### src/rtl/sram_ctl_pkg.sv
package sram_ctl_pkg;

    localparam int ADDR_W = 17;
    localparam int DATA_W = 8;
    localparam int CNT_W  = 6;

    typedef enum logic [1:0] {
        OP_IDLE  = 2'd0,
        OP_READ  = 2'd1,
        OP_WRITE = 2'd2
    } op_e;

    typedef struct packed {
        op_e               op;
        logic [CNT_W-1:0]  cnt;
        logic [ADDR_W-1:0] addr;
        logic [DATA_W-1:0] wdata;
    } xfer_t;

    typedef struct packed {
        logic sel_n;
        logic sel;
        logic oe_n;
        logic we_n;
        logic drive;
    } strobe_t;

    localparam strobe_t STROBE_IDLE = '{sel_n: 1'b1, sel: 1'b0, oe_n: 1'b1,
                                        we_n: 1'b1, drive: 1'b0};

    function automatic int ns_to_cycles(int ns, int clk_ns);
        return (ns + clk_ns - 1) / clk_ns;
    endfunction

    function automatic int max2(int a, int b);
        return (a > b) ? a : b;
    endfunction

    // Minimum timings in ns for the two speed grades
    function automatic int t_cycle_ns(bit fast);
        return fast ? 85 : 100;
    endfunction

    function automatic int t_oe_ns(bit fast);
        return fast ? 45 : 50;
    endfunction

    function automatic int t_wpulse_ns(bit fast);
        return fast ? 60 : 70;
    endfunction

    function automatic int t_addr_to_wend_ns(bit fast);
        return fast ? 75 : 85;
    endfunction

endpackage

### src/rtl/sram_ctl_seq.sv
module sram_ctl_seq
    import sram_ctl_pkg::*;
#(
    parameter int RD_LAST = 9,
    parameter int WR_LAST = 9
) (
    input  logic              clk,
    input  logic              rst,
    input  logic              req_valid,
    input  logic              req_write,
    input  logic [ADDR_W-1:0] req_addr,
    input  logic [DATA_W-1:0] req_wdata,
    output xfer_t             cur,
    output xfer_t             nxt,
    output logic              final_cyc,
    output logic              ready
);

    always_comb begin
        final_cyc = ((cur.op == OP_READ)  && (cur.cnt == CNT_W'(RD_LAST))) ||
                    ((cur.op == OP_WRITE) && (cur.cnt == CNT_W'(WR_LAST)));
        ready = (cur.op == OP_IDLE);
        nxt = cur;
        if (cur.op == OP_IDLE) begin
            if (req_valid) begin
                nxt.op    = req_write ? OP_WRITE : OP_READ;
                nxt.cnt   = '0;
                nxt.addr  = req_addr;
                nxt.wdata = req_wdata;
            end
        end else if (final_cyc) begin
            nxt.op  = OP_IDLE;
            nxt.cnt = '0;
        end else begin
            nxt.cnt = cur.cnt + 1'b1;
        end
    end

    always_ff @(posedge clk) begin
        if (rst) begin
            cur <= '{op: OP_IDLE, cnt: '0, addr: '0, wdata: '0};
        end else begin
            cur <= nxt;
        end
    end

    AST_BUSY_IGNORES_REQ: assert property (@(posedge clk) disable iff (rst)
        (!ready && req_valid && !final_cyc) |=> ($stable(cur.addr) && $stable(cur.op)))
        else $error("request taken while busy");

    AST_COUNT_BOUNDED: assert property (@(posedge clk) disable iff (rst)
        (cur.op != OP_IDLE) |-> (cur.cnt <= CNT_W'(max2(RD_LAST, WR_LAST))))
        else $error("access counter overran");

endmodule

### src/rtl/sram_ctl_pins.sv
module sram_ctl_pins
    import sram_ctl_pkg::*;
#(
    parameter int OE_FIRST = 1,
    parameter int WE_FIRST = 1,
    parameter int WE_LAST  = 8
) (
    input  logic              clk,
    input  logic              rst,
    input  xfer_t             nxt,
    input  op_e               cur_op,
    input  logic              final_cyc,
    input  logic [DATA_W-1:0] mem_dq_in,
    output strobe_t           pins,
    output logic [ADDR_W-1:0] mem_addr,
    output logic [DATA_W-1:0] mem_dq_out,
    output logic              rd_valid,
    output logic [DATA_W-1:0] rd_data,
    output logic              wr_done
);

    strobe_t pins_d;

    always_comb begin
        pins_d = STROBE_IDLE;
        if (nxt.op != OP_IDLE) begin
            pins_d.sel_n = 1'b0;
            pins_d.sel   = 1'b1;
        end
        if (nxt.op == OP_READ && nxt.cnt >= CNT_W'(OE_FIRST)) begin
            pins_d.oe_n = 1'b0;
        end
        if (nxt.op == OP_WRITE) begin
            pins_d.drive = 1'b1;
            if (nxt.cnt >= CNT_W'(WE_FIRST) && nxt.cnt <= CNT_W'(WE_LAST)) begin
                pins_d.we_n = 1'b0;
            end
        end
    end

    always_ff @(posedge clk) begin
        if (rst) begin
            pins       <= STROBE_IDLE;
            mem_addr   <= '0;
            mem_dq_out <= '0;
            rd_valid   <= 1'b0;
            rd_data    <= '0;
            wr_done    <= 1'b0;
        end else begin
            pins       <= pins_d;
            mem_addr   <= nxt.addr;
            mem_dq_out <= nxt.wdata;
            rd_valid   <= (cur_op == OP_READ) && final_cyc;
            wr_done    <= (cur_op == OP_WRITE) && final_cyc;
            if ((cur_op == OP_READ) && final_cyc) begin
                rd_data <= mem_dq_in;
            end
        end
    end

    AST_NO_CONTENTION: assert property (@(posedge clk) disable iff (rst)
        pins.drive |-> pins.oe_n)
        else $error("driver on while RAM output enabled");

    AST_RELEASE_BEFORE_OE: assert property (@(posedge clk) disable iff (rst)
        $fell(pins.oe_n) |-> !$past(pins.drive))
        else $error("output enable right after driving");

    AST_STROBE_NEEDS_SEL: assert property (@(posedge clk) disable iff (rst)
        (!pins.we_n || !pins.oe_n) |-> (!pins.sel_n && pins.sel))
        else $error("strobe without chip select");

    AST_ADDR_HOLD: assert property (@(posedge clk) disable iff (rst)
        (!pins.sel_n && $past(!pins.sel_n)) |-> $stable(mem_addr))
        else $error("address moved mid-access");

    AST_OE_WE_EXCL: assert property (@(posedge clk) disable iff (rst)
        !(!pins.oe_n && !pins.we_n))
        else $error("output and write enable together");

    AST_ONE_DONE: assert property (@(posedge clk) disable iff (rst)
        !(rd_valid && wr_done))
        else $error("read and write completion together");

endmodule

### src/rtl/sram_ctl.sv
module sram_ctl
    import sram_ctl_pkg::*;
#(
    parameter int CLK_NS     = 10,
    parameter bit FAST_GRADE = 1'b0
) (
    input  logic              clk,
    input  logic              rst,
    input  logic              req_valid,
    input  logic              req_write,
    input  logic [ADDR_W-1:0] req_addr,
    input  logic [DATA_W-1:0] req_wdata,
    output logic              ready,
    output logic              rd_valid,
    output logic [DATA_W-1:0] rd_data,
    output logic              wr_done,
    output logic [ADDR_W-1:0] mem_addr,
    output logic              mem_sel_n,
    output logic              mem_sel,
    output logic              mem_oe_n,
    output logic              mem_we_n,
    output logic [DATA_W-1:0] mem_dq_out,
    output logic              mem_dq_oe,
    input  logic [DATA_W-1:0] mem_dq_in
);

    localparam int OE_FIRST = 1;
    localparam int WE_FIRST = 1;
    localparam int RD_CYC   = max2(ns_to_cycles(t_cycle_ns(FAST_GRADE), CLK_NS),
                                   OE_FIRST + ns_to_cycles(t_oe_ns(FAST_GRADE), CLK_NS));
    localparam int WE_CYC   = max2(ns_to_cycles(t_wpulse_ns(FAST_GRADE), CLK_NS),
                                   ns_to_cycles(t_addr_to_wend_ns(FAST_GRADE), CLK_NS) - WE_FIRST);
    localparam int WR_CYC   = max2(ns_to_cycles(t_cycle_ns(FAST_GRADE), CLK_NS),
                                   WE_FIRST + WE_CYC + 1);
    localparam int RD_LAST  = RD_CYC - 1;
    localparam int WR_LAST  = WR_CYC - 1;
    localparam int WE_LAST  = WE_FIRST + WE_CYC - 1;

    xfer_t   cur;
    xfer_t   nxt;
    logic    final_cyc;
    strobe_t pins;

    sram_ctl_seq #(
        .RD_LAST (RD_LAST),
        .WR_LAST (WR_LAST)
    ) u_seq (
        .clk       (clk),
        .rst       (rst),
        .req_valid (req_valid),
        .req_write (req_write),
        .req_addr  (req_addr),
        .req_wdata (req_wdata),
        .cur       (cur),
        .nxt       (nxt),
        .final_cyc (final_cyc),
        .ready     (ready)
    );

    sram_ctl_pins #(
        .OE_FIRST (OE_FIRST),
        .WE_FIRST (WE_FIRST),
        .WE_LAST  (WE_LAST)
    ) u_pins (
        .clk        (clk),
        .rst        (rst),
        .nxt        (nxt),
        .cur_op     (cur.op),
        .final_cyc  (final_cyc),
        .mem_dq_in  (mem_dq_in),
        .pins       (pins),
        .mem_addr   (mem_addr),
        .mem_dq_out (mem_dq_out),
        .rd_valid   (rd_valid),
        .rd_data    (rd_data),
        .wr_done    (wr_done)
    );

    assign mem_sel_n = pins.sel_n;
    assign mem_sel   = pins.sel;
    assign mem_oe_n  = pins.oe_n;
    assign mem_we_n  = pins.we_n;
    assign mem_dq_oe = pins.drive;

endmodule

### config.mk
export PLATFORM = sky130hd
export DESIGN_NAME = sram_ctl
export DESIGN_NICKNAME = d
export VERILOG_FILES = /design/src/rtl/sram_ctl_pkg.sv /design/src/rtl/sram_ctl_seq.sv /design/src/rtl/sram_ctl_pins.sv /design/src/rtl/sram_ctl.sv
export SDC_FILE = /design/constraint.sdc
export NUM_CORES = 1
export LEC_CHECK = 0
export BUFFER_PORTS_ARGS = -buffer_cell sky130_fd_sc_hd__buf_2
export CORE_MARGIN = 10
export CORE_UTILIZATION = 30
export CTS_BUF_LIST = sky130_fd_sc_hd__clkbuf_8 sky130_fd_sc_hd__clkbuf_16
export DETAILED_ROUTE_END_ITERATION = 8
export PLACE_DENSITY_LB_ADDON = 0.1
export SETUP_SLACK_MARGIN = 0.5
export SLEW_MARGIN = 10
export SYNTH_ARGS = -nofsm -noshare
export SYNTH_HDL_FRONTEND = slang
export SYNTH_HIERARCHICAL = 1
export SYNTH_SLANG_ARGS = --single-unit
### constraint.sdc
create_clock -name clk -period 5.9 [get_ports clk]
set_input_delay 0.885 -clock clk [delete_from_list [all_inputs] [get_ports clk]]
set_output_delay 0.885 -clock clk [all_outputs]
set_load 0.02 [all_outputs]
==> out/qor.yml <==
drc: 0
synth-seq-cells: 73
p_per_area_nw_per_um2: 343
crit_type: "register to register"
synth_top_cell_area_share_pct: 53.5
synth.yosys.seq_area_share_pct: 53.5
fin_hold_ws_ns: 0.496
post-cts-setup-buffer-count: 0
ys.flop_type: "dfxtp_1"
final_core_util_pct: 39.1
min_period_ns: 2.32
ir_drop_mv: 0.122
clock_latency_ns: 0.34
ys_top_cells_by_count: "dfxtp_1, nor2b_1, mux2_4"
fin_cells: 430
route.vias.total: 1887
setup.worst_path.start_class: "register"
finalHoldViolations: 0
drt_first_iter_violations: 48
final.setup.tns_ns: 0
io_pins: 78
hp-class: "register to register"
diodes: 0
htree_levels: 3
drt.antenna.violating_nets: 0
dpl.cell_count: 415
first_pass_iters: 4
crit_top_cell: "a31oi_1"
total_power_mw: 1.18
rsz0062_at_grt: "false"
fp.dieW_microns: 115
cts_root_buf: "clkbuf_8"
timing.final.ws_setup_ns: 3.58
grt_max_degree: 39
dpl.hpwl_mm: 4.17
cts_buffers: 9
synthTopCellsByArea: "dfxtp_1, nor2b_1, mux2_4"
path_max_fanout: 7
syn2layout_area_growth_pct: 26.2
timing.fmax_mhz: 431
setup_violations: 0
via_per_inst: 4.39
slowest_stage: "dfxtp_1"
grt_use_total_pct: 9.17
cts.reportedPaths.clkPinSlew_ns: 0.08
dp_slack_ns: 3.63
grt_pass1_vias: 1969
drive_above_1_share_pct: 38.5
synth_most_common_cell: "dfxtp_1"
period_share_pct: 39.3
critPathCaptureType: "register"
slowest_delay_ns: 0.44
synth_edf_count: 0
slew_headroom_pct: 52.4
io_buffers: 77
gp_congestion: 0.798
grt_pass1_wl_mm: 9.62
final_cell_area_sq_um: 3450
gr-total-overflow: 0
syn-cell-area_sq_um: 2730
slew_viol_final: 0
ys_types: 35
finalClockSkew_ns: 0.0115
rows: 34
cts_tree: "built"
tightest_slew_ns: 0.714
antenna_found_initial: 0
yosysTopAreaCell: "dfxtp_1"
post_drt_wl_per_cell_microns: 13.9
arrival_ns: 2.59
yosysWarnings: 6
crit_chain: "ha_1 -> and4bb_2 -> a31oi_1 -> a31oi_1 -> a31oi_1 -> or3_4 -> or4_1 -> nand3_1"
dieArea_sq_um: 13300
die_h_microns: 115
synthArstFlopShare_pct: 0
clock_sinks: 73
initial_core_util_pct: 31.0
postSynthAreaPerCell_sq_um: 11.3
cp_data_required_time_ns: 6.17
p_leak_nw: 1.60
cts_buffer_depth: 2
routed_wl_mm: 5.99
synth_cells: 241
cts_resized: 0
final_nets: 357
postPlaceCellArea_sq_um: 3190
cts_hold_buf: 0
syn_nets: 280
status: "complete, no violations"
maxCapViolCount: 0
fp.coreArea_sq_um: 8810
## power by group
part	total (mW)	internal, mW	switching, mW
clock	0.503	0.321	0.182
combinational	0.146	0.0740	0.0718
sequential	0.532	0.521	0.0110
## logic make-up after synthesis
family / synth area share [%]
AND/OR/NAND/NOR: 22.7
flip-flops: 53.5
multiplexers: 15.6
buffers and inverters: 3.11
AO/OA/AOI/OAI: 3.57
XOR/XNOR: 0.641
adder cells (fa/ha/maj): 0.916
## flip-flops by register name (all words and copies together), names as in the netlist
signal / cells
u_pins/pins: 5
u_pins/wr_done: 1
u_seq/cur: 33
u_pins/rd_valid: 1
u_pins/rd_data: 8
u_pins/mem_dq_out: 8
u_pins/mem_addr: 17
## worst max-delay path: cells and delay by family, from the launching register on
kind                       cells  cell delay (ns)
adders and majority gates      1             0.17
DFF                            1             0.44
AOI/OAI and AO/OA              3             0.51
and+or+nand+nor                4             1.14
## path summary, 6_finish.rpt
kind,start,to,slack [ns],cells past startpoint
worst max-delay path,u_seq/cur[25],u_pins/pins[2],3.58,8
worst min-delay path,u_pins/rd_data[7],u_pins/rd_data[7],0.50,2
worst max register to register,u_seq/cur[25],u_pins/pins[2],3.58,8
worst min register to register,u_pins/rd_data[7],u_pins/rd_data[7],0.50,2
## final cells by class
type                            instances  area (sq um)
Sequential cell                        73          1460
Tap cell                              108           135
Clock inverter                          6           133
Fill cell                             902          5360
Inverter                                4          15.0
Timing Repair Buffer                   78           393
Multi-Input combinational cell        152          1180
Clock buffer                            9           124
## placed cells by master (no fill, tap or decap)
cell       synthesis  final
buf_2              2     77
dfxtp_1           73     73
nor2b_1           51     51
mux2_4            17     17
nor2_1            13     13
clkbuf_8           0      9
nand2_1            9      9
mux2i_1            8      8
mux2_2             8      8
nand3_1            6      6
a21oi_1            6      6
inv_1              4      5
bufinv_16          0      4
nand3b_1           3      3
a31oi_1            3      3
nor2b_4            3      3
or4_1              2      2
xor2_1             2      2
nor3b_1            2      2
nor4bb_1           2      2
nor3_1             2      2
ha_1               2      2
clkinv_4           0      1
buf_4              0      1
or3_4              1      1
nor2_4             1      1
and2_4             1      1
or2b_1             1      1
and4bb_2           1      1
o22a_1             1      1
o221ai_1           1      1
o21ai_0            1      1
nand4_1            1      1
or3_1              1      1
a32o_1             1      1
a311oi_1           1      1
a211oi_1           1      1
## routing by layer
metal / vias up / share of wire [%] / track usage [%]
li1: 954 / - / -
met4: 0 / 1.6 / 4.81
met2: 68 / 41 / 13.6
met5: - / 0 / 0
met3: 9 / 12 / 4.65
met1: 856 / 45 / 10.6
Note: power is estimated with default switching activity, not from simulation.
